$ cat config.mk
export PLATFORM = sky130hd
export DESIGN_NAME = irq_redirect_table
export DESIGN_NICKNAME = d
export VERILOG_FILES = /design/src/rtl/irt_pkg.sv /design/src/rtl/irt_datapath.sv /design/src/rtl/irt_control.sv /design/src/rtl/irq_redirect_table.sv
export SDC_FILE = /design/constraint.sdc
export NUM_CORES = 1
export LEC_CHECK = 0
export ABC_CLOCK_PERIOD_IN_PS = 4200
export BUFFER_PORTS_ARGS = -buffer_cell sky130_fd_sc_hd__buf_2
export CAP_MARGIN = 25
export CORE_MARGIN = 10
export CORE_UTILIZATION = 50
export CTS_BUF_LIST = sky130_fd_sc_hd__clkbuf_16
export DETAILED_ROUTE_END_ITERATION = 6
export HOLD_SLACK_MARGIN = 0.08
export PLACE_DENSITY = 0.69
export SYNTH_ARGS = -nofsm -noshare
export SYNTH_HDL_FRONTEND = slang
export SYNTH_SLANG_ARGS = --single-unit
$ cat constraint.sdc
create_clock -name clk -period 4.2 [get_ports clk]
set_input_delay 0.84 -clock clk [delete_from_list [all_inputs] [get_ports clk]]
set_output_delay 0.84 -clock clk [all_outputs]
set_load 0.01 [all_outputs]
$ cat src/rtl/irt_pkg.sv
package irt_pkg;

  // Strobes from the control half to the datapath half.
  typedef struct packed {
    logic       wrId;    // write to the identification register
    logic       wrLow;   // write to the low word of entry 'entry'
    logic       wrHigh;  // write to the high word of entry 'entry'
    logic       fire;    // latch the arbitration winner into the output
    logic [7:0] entry;   // entry addressed by the current select value
  } irt_strobe_t;

  localparam logic [7:0] VERSION_CODE = 8'h11;

endpackage

$ cat src/rtl/irt_datapath.sv
module irt_datapath
  import irt_pkg::*;
#(
  parameter int NUM_LINES = 24,
  localparam int IDX_W = (NUM_LINES > 1) ? $clog2(NUM_LINES) : 1
) (
  input  logic                 clk,
  input  logic                 rst_n,
  input  irt_strobe_t          st,
  input  logic [31:0]          wdata,
  input  logic [NUM_LINES-1:0] irqIn,
  input  logic                 eoiValid,
  input  logic [7:0]           eoiVector,
  output logic                 reqAny,
  output logic [7:0]           idRd,
  output logic [31:0]          loRd,
  output logic [31:0]          hiRd,
  output logic [7:0]           msgVector,
  output logic [7:0]           msgDest
);

  logic [7:0]           vecQ  [NUM_LINES];
  logic [7:0]           destQ [NUM_LINES];
  logic [NUM_LINES-1:0] levelQ, maskQ, remoteQ, pendQ, prevQ;
  logic [NUM_LINES-1:0] reqVec;
  logic [IDX_W-1:0]     grantIdx, entIdx;
  logic                 entryOk;
  logic [7:0]           idQ, msgVecQ, msgDestQ;

  assign entIdx  = st.entry[IDX_W-1:0];
  assign entryOk = int'(st.entry) < NUM_LINES;

  // Per-line request: an edge entry that has a pending edge, or a level
  // entry whose input is high and which is not waiting for an EOI.
  for (genvar g = 0; g < NUM_LINES; g++) begin : g_req
    assign reqVec[g] = !maskQ[g] &&
                       (levelQ[g] ? (irqIn[g] && !remoteQ[g]) : pendQ[g]);
  end

  // Fixed priority: the lowest-numbered requester wins.
  always_comb begin
    grantIdx = '0;
    for (int i = NUM_LINES - 1; i >= 0; i--) begin
      if (reqVec[i]) grantIdx = IDX_W'(i);
    end
  end
  assign reqAny = |reqVec;

  always_ff @(posedge clk) begin
    if (!rst_n) begin
      idQ      <= '0;
      msgVecQ  <= '0;
      msgDestQ <= '0;
      levelQ   <= '0;
      maskQ    <= '1;
      remoteQ  <= '0;
      pendQ    <= '0;
      prevQ    <= '0;
      for (int i = 0; i < NUM_LINES; i++) begin
        vecQ[i]  <= '0;
        destQ[i] <= '0;
      end
    end else begin
      prevQ <= irqIn;
      if (st.wrId) idQ <= wdata[31:24];
      if (st.fire) begin
        msgVecQ  <= vecQ[grantIdx];
        msgDestQ <= destQ[grantIdx];
      end
      for (int i = 0; i < NUM_LINES; i++) begin
        logic hitW, won;
        hitW = entryOk && (entIdx == IDX_W'(i));
        won  = st.fire && (grantIdx == IDX_W'(i));
        if (st.wrLow && hitW) begin
          vecQ[i]   <= wdata[7:0];
          levelQ[i] <= wdata[15];
          maskQ[i]  <= wdata[16];
        end
        if (st.wrHigh && hitW) destQ[i] <= wdata[31:24];
        // Remote-pending: a grant sets it, and the set wins over an EOI.
        if (won && levelQ[i])
          remoteQ[i] <= 1'b1;
        else if (eoiValid && levelQ[i] && (vecQ[i] == eoiVector))
          remoteQ[i] <= 1'b0;
        // Edge memory: only edges seen while unmasked are kept.
        if (irqIn[i] && !prevQ[i] && !maskQ[i] && !levelQ[i])
          pendQ[i] <= 1'b1;
        else if (won || (st.wrLow && hitW && (wdata[16] || wdata[15])))
          pendQ[i] <= 1'b0;
      end
    end
  end

  assign idRd      = idQ;
  assign loRd      = entryOk ? {15'd0, maskQ[entIdx], levelQ[entIdx], remoteQ[entIdx],
                                6'd0, vecQ[entIdx]} : 32'd0;
  assign hiRd      = entryOk ? {destQ[entIdx], 24'd0} : 32'd0;
  assign msgVector = msgVecQ;
  assign msgDest   = msgDestQ;

  // granting a level entry leaves its remote-pending flag set.
  a_r8_remote_set: assert property (@(posedge clk) disable iff (!rst_n)
    (st.fire && levelQ[grantIdx]) |=> remoteQ[$past(grantIdx)]);

  // a low-word write lands in the mask bit of the addressed entry.
  a_r5_mask_write: assert property (@(posedge clk) disable iff (!rst_n)
    (st.wrLow && entryOk) |=> (maskQ[$past(entIdx)] == $past(wdata[16])));

  // a masked line is never the arbitration winner.
  a_r6_masked_quiet: assert property (@(posedge clk) disable iff (!rst_n)
    st.fire |-> !maskQ[grantIdx]);

endmodule

$ cat src/rtl/irt_control.sv
module irt_control
  import irt_pkg::*;
#(
  parameter int         NUM_LINES  = 24,
  parameter logic [7:0] SEL_OFF    = 8'h00,
  parameter logic [7:0] WIN_OFF    = 8'h10,
  parameter logic [7:0] ID_IDX     = 8'h00,
  parameter logic [7:0] VER_IDX    = 8'h01,
  parameter logic [7:0] TABLE_BASE = 8'h10
) (
  input  logic        clk,
  input  logic        rst_n,
  input  logic [7:0]  busAddr,
  input  logic        busWr,
  input  logic        busRd,
  input  logic [31:0] busWdata,
  output logic [31:0] busRdata,
  input  logic        msgReady,
  output logic        msgValid,
  input  logic        reqAny,
  input  logic [7:0]  idRd,
  input  logic [31:0] loRd,
  input  logic [31:0] hiRd,
  output irt_strobe_t st
);

  localparam logic [7:0] LAST_ENTRY = 8'(NUM_LINES - 1);

  logic [7:0] selQ, tblOff;
  logic       outValidQ, selHit, winHit, inTable, upperHalf;

  assign selHit    = (busAddr == SEL_OFF);
  assign winHit    = (busAddr == WIN_OFF);
  assign tblOff    = selQ - TABLE_BASE;
  assign inTable   = (selQ >= TABLE_BASE) && (int'(tblOff) < 2 * NUM_LINES);
  assign upperHalf = tblOff[0];

  always_comb begin
    st        = '0;
    st.entry  = {1'b0, tblOff[7:1]};
    st.wrId   = busWr && winHit && (selQ == ID_IDX);
    st.wrLow  = busWr && winHit && inTable && !upperHalf;
    st.wrHigh = busWr && winHit && inTable && upperHalf;
    st.fire   = reqAny && !outValidQ;
  end

  always_ff @(posedge clk) begin
    if (!rst_n) begin
      selQ      <= '0;
      outValidQ <= 1'b0;
    end else begin
      if (busWr && selHit) selQ <= busWdata[7:0];
      if (st.fire)
        outValidQ <= 1'b1;
      else if (msgReady)
        outValidQ <= 1'b0;
    end
  end

  always_comb begin
    busRdata = '0;
    if (busRd) begin
      if (selHit)
        busRdata = {24'd0, selQ};
      else if (winHit) begin
        if (selQ == ID_IDX)
          busRdata = {idRd, 24'd0};
        else if (selQ == VER_IDX)
          busRdata = {8'd0, LAST_ENTRY, 8'd0, VERSION_CODE};
        else if (inTable)
          busRdata = upperHalf ? hiRd : loRd;
      end
    end
  end

  assign msgValid = outValidQ;

  // no new grant while a message is still waiting for acceptance.
  a_r10_no_grant_busy: assert property (@(posedge clk) disable iff (!rst_n)
    outValidQ |-> !st.fire);

  // an unaccepted message stays valid.
  a_r10_valid_held: assert property (@(posedge clk) disable iff (!rst_n)
    (outValidQ && !msgReady) |=> outValidQ);

  // the select register only moves on a write to its own offset.
  a_r2_sel_hold: assert property (@(posedge clk) disable iff (!rst_n)
    !(busWr && selHit) |=> $stable(selQ));

endmodule

$ cat src/rtl/irq_redirect_table.sv
module irq_redirect_table
  import irt_pkg::*;
#(
  parameter int NUM_LINES = 24
) (
  input  logic                 clk,
  input  logic                 rst_n,
  input  logic [7:0]           busAddr,
  input  logic                 busWr,
  input  logic                 busRd,
  input  logic [31:0]          busWdata,
  output logic [31:0]          busRdata,
  input  logic [NUM_LINES-1:0] irqIn,
  output logic                 msgValid,
  input  logic                 msgReady,
  output logic [7:0]           msgVector,
  output logic [7:0]           msgDest,
  input  logic                 eoiValid,
  input  logic [7:0]           eoiVector
);

  irt_strobe_t st;
  logic        reqAny;
  logic [7:0]  idRd;
  logic [31:0] loRd, hiRd;

  irt_control #(.NUM_LINES(NUM_LINES)) u_ctrl (
    .clk      (clk),
    .rst_n    (rst_n),
    .busAddr  (busAddr),
    .busWr    (busWr),
    .busRd    (busRd),
    .busWdata (busWdata),
    .busRdata (busRdata),
    .msgReady (msgReady),
    .msgValid (msgValid),
    .reqAny   (reqAny),
    .idRd     (idRd),
    .loRd     (loRd),
    .hiRd     (hiRd),
    .st       (st)
  );

  irt_datapath #(.NUM_LINES(NUM_LINES)) u_dp (
    .clk       (clk),
    .rst_n     (rst_n),
    .st        (st),
    .wdata     (busWdata),
    .irqIn     (irqIn),
    .eoiValid  (eoiValid),
    .eoiVector (eoiVector),
    .reqAny    (reqAny),
    .idRd      (idRd),
    .loRd      (loRd),
    .hiRd      (hiRd),
    .msgVector (msgVector),
    .msgDest   (msgDest)
  );

  // a presented message does not change until it is accepted.
  a_r10_hold_stable: assert property (@(posedge clk) disable iff (!rst_n)
    (msgValid && !msgReady) |=> ($stable(msgVector) && $stable(msgDest)));

endmodule

=== Word level (Yosys, flattened, before mapping) ===
Memories as Yosys holds them, arrays and structs flattened. A register that Yosys moved wholly into a read port is not among the register bits.
Cells that the tools add are included.

* Bits in registers: 137
* Memories kept: 2
* Logic and storage cells: 1080
* Memory bits (writable): 384
* Input bits: 78

{| class="wikitable"
|+ Memories
! memory !! depth !! width !! read ports !! clocked after memory_dff !! wr ports !! RTL line !! RTL
|-
| u_dp.destQ || 24 || 8 || 2 || 1 || 24 || irt_datapath.sv:23 || <nowiki>logic [7:0] destQ [NUM_LINES];</nowiki>
|-
| u_dp.vecQ || 24 || 8 || 26 || 1 || 24 || irt_datapath.sv:22 || <nowiki>logic [7:0] vecQ [NUM_LINES];</nowiki>
|}

* Muxes and demuxes: 354
* Add/sub/neg operators: 1
* Reduce and logical (&&, ||, !) cells: 499
* $lt $le $gt $ge: 4
* Eq/ne operators: 72
* Bitwise operators: 48

{| class="wikitable"
|+ Operator list
! operator !! number
|-
| two-way mux 8 bit || 48
|-
| logical AND 1 bit || 320
|-
| two-way mux 1 bit || 270
|-
| two-way mux 32 bit || 8
|-
| == test 8 bit || 24
|-
| two-way mux 5 bit || 24
|-
| logical NOT 1 bit || 100
|-
| nonzero test 2 bit || 49
|-
| == test 5 x 4 -> 1 bit, second input constant || 16
|-
| == test 5 bit, second input constant || 16
|-
| bitwise OR 1 bit || 48
|-
| == test 5 x 3 -> 1 bit, second input constant || 8
|-
| logical OR 1 bit || 25
|-
| OR reduction 24 bit || 1
|-
| == test 5 x 2 -> 1 bit, second input constant || 4
|-
| two-way mux 17 bit || 1
|-
| logical NOT 8 bit || 2
|-
| binary-select mux 1 bit (select 5 bit) || 3
|-
| == test 5 x 1 -> 1 bit, second input constant || 2
|-
| logical NOT 5 bit || 2
|-
| == test 8 x 1 -> 1 bit, second input constant || 1
|-
| == test 8 x 5 -> 1 bit, second input constant || 1
|-
| >= comparator 8 x 5 -> 1 bit, second input constant || 1
|-
| < comparator 8 x 6 -> 1 bit, second input constant || 1
|-
| 3 further kinds || 3
|}

=== Logic depth before layout (Yosys ltp) ===
* Word-level depth: 33
* Depth in mapped cells: 17
* Depth with buffers taken out: 12

=== By module ===
Synthesis repeated with hierarchy kept, for this count alone.

* Cells, all modules: 2806
* Area, all modules: 30098.9 sq um

{| class="wikitable"
|+ By module, submodules not included
! module !! sequential area each (sq um) !! instances !! cells each !! area each (sq um)
|-
| irt_datapath || 14413.8 || 1 || 2650 || 28871.4
|-
| irt_control || 180.2 || 1 || 156 || 1227.4
|}

=== Worst setup path after synthesis ===
Ideal clock, no wire load.

* Path type: reg-to-reg
* Start: register u_ctrl.selQ[4]
* End: memory u_dp.destQ[20][0], enable pin
* Buffers on the path: 4
* Setup slack: -34 ps
* Cell stages (with the launch flop): 16
* Arrival: 3847 ps
* Cell sequence: dfxtp_1 clkbuf_1 inv_1 buf_1 clkbuf_1 ha_1 or2_2 o21ai_0 mux2i_1 nor2_1 and2_1 clkbuf_1 nand2_1 nor2_1 nand2_1 o31ai_1

{| class="wikitable"
|+ RTL lines
! item !! RTL line !! RTL
|-
| start: declaration || irt_control.sv:29 || <nowiki>logic [7:0] selQ, tblOff;</nowiki>
|-
| start signal: assignment || irt_control.sv:52 || <nowiki>if (busWr && selHit) selQ <= busWdata[7:0];</nowiki>
|-
| end: declaration || irt_datapath.sv:23 ||
|}

=== Worst setup path in the final report ===
* Start: register u_ctrl.selQ[2]
* End: output port busRdata[16]

* Longest elaborated chain between the ends: 11
* Elaborated cells on any way between the ends: 17
* Classes of those cells: add/sub: 1; order compare: 3; eq/ne: 1; mux: 10; reduce/logical: 2

{| class="wikitable"
|+ Ends and longest elaborated chain
! item !! RTL line !! RTL
|-
| subtractor 8 x 5 -> 8 bit || irt_control.sv:34 || <nowiki>assign tblOff = selQ - TABLE_BASE;</nowiki>
|-
| binary-select mux 1 bit (select 5 bit) || irt_datapath.sv:95 || <nowiki>assign loRd = entryOk ? {15'd0, maskQ[entIdx], levelQ[entIdx], remoteQ[entIdx],</nowiki>
|-
| two-way mux 1 bit (not written as such) || irt_datapath.sv:95 ||
|-
| two-way mux 17 bit || irt_datapath.sv:95 ||
|-
| two-way mux 32 bit || irt_control.sv:71 || <nowiki>busRdata = upperHalf ? hiRd : loRd;</nowiki>
|-
| two-way mux 32 bit || irt_control.sv:70 || <nowiki>else if (inTable)</nowiki>
|-
| two-way mux 32 bit || irt_control.sv:68 || <nowiki>else if (selQ == VER_IDX)</nowiki>
|-
| two-way mux 32 bit * || irt_control.sv:66 || <nowiki>if (selQ == ID_IDX)</nowiki>
|-
| two-way mux 32 bit * || irt_control.sv:65 || <nowiki>else if (winHit) begin</nowiki>
|-
| two-way mux 32 bit * || irt_control.sv:63 || <nowiki>if (selHit)</nowiki>
|-
| two-way mux 32 bit * || irt_control.sv:62 || <nowiki>if (busRd) begin</nowiki>
|-
| end: declaration || irq_redirect_table.sv:12 || <nowiki>output logic [31:0] busRdata,</nowiki>
|}

Mark *: on every way between the ends. The rest lies on a longest branch, timed or not. The select of a mux whose other input is x is not followed.

==> results.sh <==
export IMPL_antenna_found_initial=2
export IMPL_yosysWarningCount=0
export IMPL_tightest_slew_ns=1.11
export IMPL_place_inst=3427
export IMPL_setup_tns_final_ns=0
export IMPL_worst_setup_hold_path_clk_slew_ns=0.06
export IMPL_all_layer_gr_usage_pct=31.2
export IMPL_count_of_state_elements_after_synthesis=537
export IMPL_hold_path_class="register to register"
export IMPL_layout_core_utilization_pct=57.4
export IMPL_cts_root_buffer_cell="sky130_fd_sc_hd__clkbuf_16"
export IMPL_dp_final_hpwl_um=79900
export IMPL_synth_edf_count=384
export IMPL_total_via_count_in_the_routed_design=24100
export IMPL_synth_top_area_share_pct=39.4
export IMPL_tritoncts="built"
export IMPL_grt_max_degree=89
export IMPL_worst_path_max_fanout=20
export IMPL_floorplan_rows=88
export IMPL_clock_tree_buffer_depth=3
export IMPL_cts_made_buffers=58
export IMPL_worst_skew_pair_later_pin_latency_ns=0.64
export IMPL_worstPathArrival_ns=3.34
export IMPL_power_leakage_nw=11.7
export IMPL_routed_via_density=6.79
export IMPL_globalplace_congestion=0.997
export IMPL_syn_instance_count=2632
export IMPL_avgSynthCellArea_um2=11.1
export IMPL_post_layout_nonfiller_instances=3553
export IMPL_avgRoutedWirePerCell_um=30.8
export IMPL_path_buf_inv=3
export IMPL_status="finished with violations"
export IMPL_switching_share_pct=24.6
export IMPL_fp_dieArea_mm2=0.0686
export IMPL_timing_critical_path_max_delay_family="multiplexers"
export IMPL_first_iter_violations=3909
export IMPL_drt_total_wl_um=109000
export IMPL_fillers=4832
export IMPL_io_buffers=102
export IMPL_synth_cells_most_frequent="sky130_fd_sc_hd__nor2_1, sky130_fd_sc_hd__edfxtp_1, sky130_fd_sc_hd__nand2_1"
export IMPL_drt_antenna_violating_nets=0
export IMPL_design_core_area_mm2=0.0578
export IMPL_register_area_share_after_synthesis_pct=49.9
export IMPL_longest_individual_stage_delay_on_the_worst_path_ns=0.56
export IMPL_final_hold_violation_count=0
export IMPL_post_route_clock_period_utilization_pct=99.6
export IMPL_effective_utilization_at_floorplan_pct=50.6
export IMPL_library_cell_with_the_largest_summed_area_after_synthesis="sky130_fd_sc_hd__edfxtp_1"
export IMPL_remaining_drc_errors=3
export IMPL_grt_pass1_vias=23200
export IMPL_synth_top_cells_by_area="sky130_fd_sc_hd__edfxtp_1, sky130_fd_sc_hd__mux4_2, sky130_fd_sc_hd__dfxtp_1, sky130_fd_sc_hd__nor2_1, sky130_fd_sc_hd__mux2i_1"
export IMPL_cts_htree_levels=2
export IMPL_synth_main_ff_cell="sky130_fd_sc_hd__edfxtp_1"
export IMPL_setup_viol=0
export IMPL_mappedNetlistArea_mm2=0.0293
export IMPL_final_period_minus_worst_setup_slack_ns=4.18
export IMPL_ir_worst_vdd_mv=0.446
export IMPL_netlist_cell_type_count=67
export IMPL_p_switching_mw=2.92
export IMPL_critical_path_cell_chain="buf_12 > buf_12 > mux4_2 > mux4_2 > a21oi_1 > o21ai_0 > and3_1 > buf_2"
export IMPL_count_leader_synth="sky130_fd_sc_hd__nor2_1"
export IMPL_crit_slowest_cell="sky130_fd_sc_hd__mux4_2"
export IMPL_relSlewSlack_pct=26.0
export IMPL_critPathRequiredTime_ns=3.36
export IMPL_pd_cells_mw_per_mm2=357
export IMPL_grt_ovfl_total=0
export IMPL_power_internal_mw=8.93
export IMPL_num_antenna_cells=0
export IMPL_maxClockFrequency_mhz=239
export IMPL_area_growth_from_synthesis_to_layout_pct=13.4
export IMPL_maxSlewViolCount=0
export IMPL_async_reset_ff_share_pct=0
export IMPL_first_pass_iters=7
export IMPL_die_width_um=262
export IMPL_die_y_um=262
export IMPL_fin_nets=2820
export IMPL_cp_end_kind="output port"
export IMPL_finalClockSkew_ns=0.0206
export IMPL_violations_in_the_final_reports="design-rule violations"
export IMPL_post_route_cells_drive_above_1_share_pct=18.8
export IMPL_max_cap_violations=0
export IMPL_worstSetupPathType="register to output port"
export IMPL_critical_path_startpoint_type="register"
export IMPL_p_seq_share_pct=51.6
export IMPL_p_clk_share_pct=42.1
export IMPL_combPwrFrac_pct=6.4
export IMPL_clock_sinks=537
export IMPL_i_o_pin_count=127
export IMPL_grt_first_pass_wirelength_um=158000
-- final cells by class --
cell class | instances | area, um^2 | area share [%]
clock inverters | 48 | 314 | 0.947
clock buffers | 60 | 1500 | 4.53
repair buffers | 272 | 2020 | 6.10
inverters | 20 | 75.1 | 0.226
flip-flops and latches | 537 | 14600 | 44.0
multi-input cells | 1851 | 13700 | 41.3
well taps | 765 | 957 | 2.89
-- power groups by stage --
stage               clock (mW)  combinational, mW  sequential (mW)
floorplan                    0              0.481             6.11
CTS                       5.01              0.737             6.09
global placement             0              0.722             6.19
detailed placement           0              0.734             6.21
finish                    4.99              0.754             6.11
global route              5.22              0.792             6.12
-- path summary, 6_finish.rpt --
kind | start | to | slack, ns | cells past startpoint
worst max-delay path | u_ctrl.selQ[2]$_SDFFE_PN0P_ | busRdata[16] | 0.02 | 8
worst min register to register | u_dp.prevQ[22]$_SDFF_PN0_ | u_dp.pendQ[22]$_SDFFE_PN0P_ | 0.42 | 1
worst min-delay path | u_dp.prevQ[22]$_SDFF_PN0_ | u_dp.pendQ[22]$_SDFFE_PN0P_ | 0.42 | 1
worst max register to register | u_ctrl.selQ[4]$_SDFFE_PN0P_ | u_dp.vecQ[12][2]$_SDFFCE_PN0P_ | 0.28 | 8
-- layout by cell type, fill, tap and decap left out, types with 85 or more instances in the layout --
cell	count
sky130_fd_sc_hd__edfxtp_1	384
sky130_fd_sc_hd__buf_2	102
sky130_fd_sc_hd__mux2i_1	136
sky130_fd_sc_hd__nand2_1	214
sky130_fd_sc_hd__buf_4	151
sky130_fd_sc_hd__nor2_1	409
sky130_fd_sc_hd__nand3_1	85
sky130_fd_sc_hd__dfxtp_1	150
sky130_fd_sc_hd__xor2_1	132
sky130_fd_sc_hd__mux4_2	139
-- logic make-up (layout without fill, tap and decap cells) --
logic type	count (synthesis)	in the layout	synth area share (%)
other	1	10	0.0128
multiplexers	275	275	15.4
AO/OA/AOI/OAI	405	405	10.1
AND/OR/NAND/NOR	967	967	15.2
adder cells (fa/ha/maj)	2	2	0.0855
flip-flops	537	537	49.9
XOR/XNOR	192	192	5.75
buffers and inverters	253	400	3.58
-- metal layers --
metal,track usage (%),wire [um]
met1,43.4,42600
met2,47.0,47900
met3,8.35,15200
met4,9.90,3650
met5,0,12
-- repair_timing --
action / 4_1_cts / 5_1_grt
endpoints found under the hold margin: 0 / 0
buffers inserted: 4 / 13
gates resized for setup: 1 / 1
hold buffers: 0 / 0
setup endpoints to repair: 19 / 17
-- worst reg2reg max path, cell delays in order, from the launching register on --
cell                      delay, ns
sky130_fd_sc_hd__dfxtp_1       0.31
sky130_fd_sc_hd__inv_1         0.07
sky130_fd_sc_hd__buf_4         0.53
sky130_fd_sc_hd__ha_1          0.28
sky130_fd_sc_hd__buf_4         0.35
sky130_fd_sc_hd__and2_1        0.43
sky130_fd_sc_hd__and2_1        0.64
sky130_fd_sc_hd__nand2_1       0.48
sky130_fd_sc_hd__nand2_1       0.49
-- registers in the layout (all words and copies together), names as in the netlist --
register	flops
u_dp.msgVector	8
u_ctrl.msgValid	1
u_dp.destQ	192
u_dp.pendQ	24
u_dp.remoteQ	24
u_dp.prevQ	24
u_dp.maskQ	24
u_dp.idRd	8
u_dp.levelQ	24
u_dp.msgDest	8
u_dp.vecQ	192
u_ctrl.selQ	8
-- stage by stage --
stage               instance area, um^2  setup WS, ns  power, mW  hold slack [ns]
floorplan                         29300        0.0180       6.59            0.399
global placement                  31200         0.109       6.91            0.406
detailed placement                31200        0.0629       6.94            0.418
CTS                               33000        0.0237       11.8            0.424
global route                      33200      -0.00482       12.1            0.452
finish                            33200        0.0172       11.9            0.422
(Power assumes the default switching activity.)
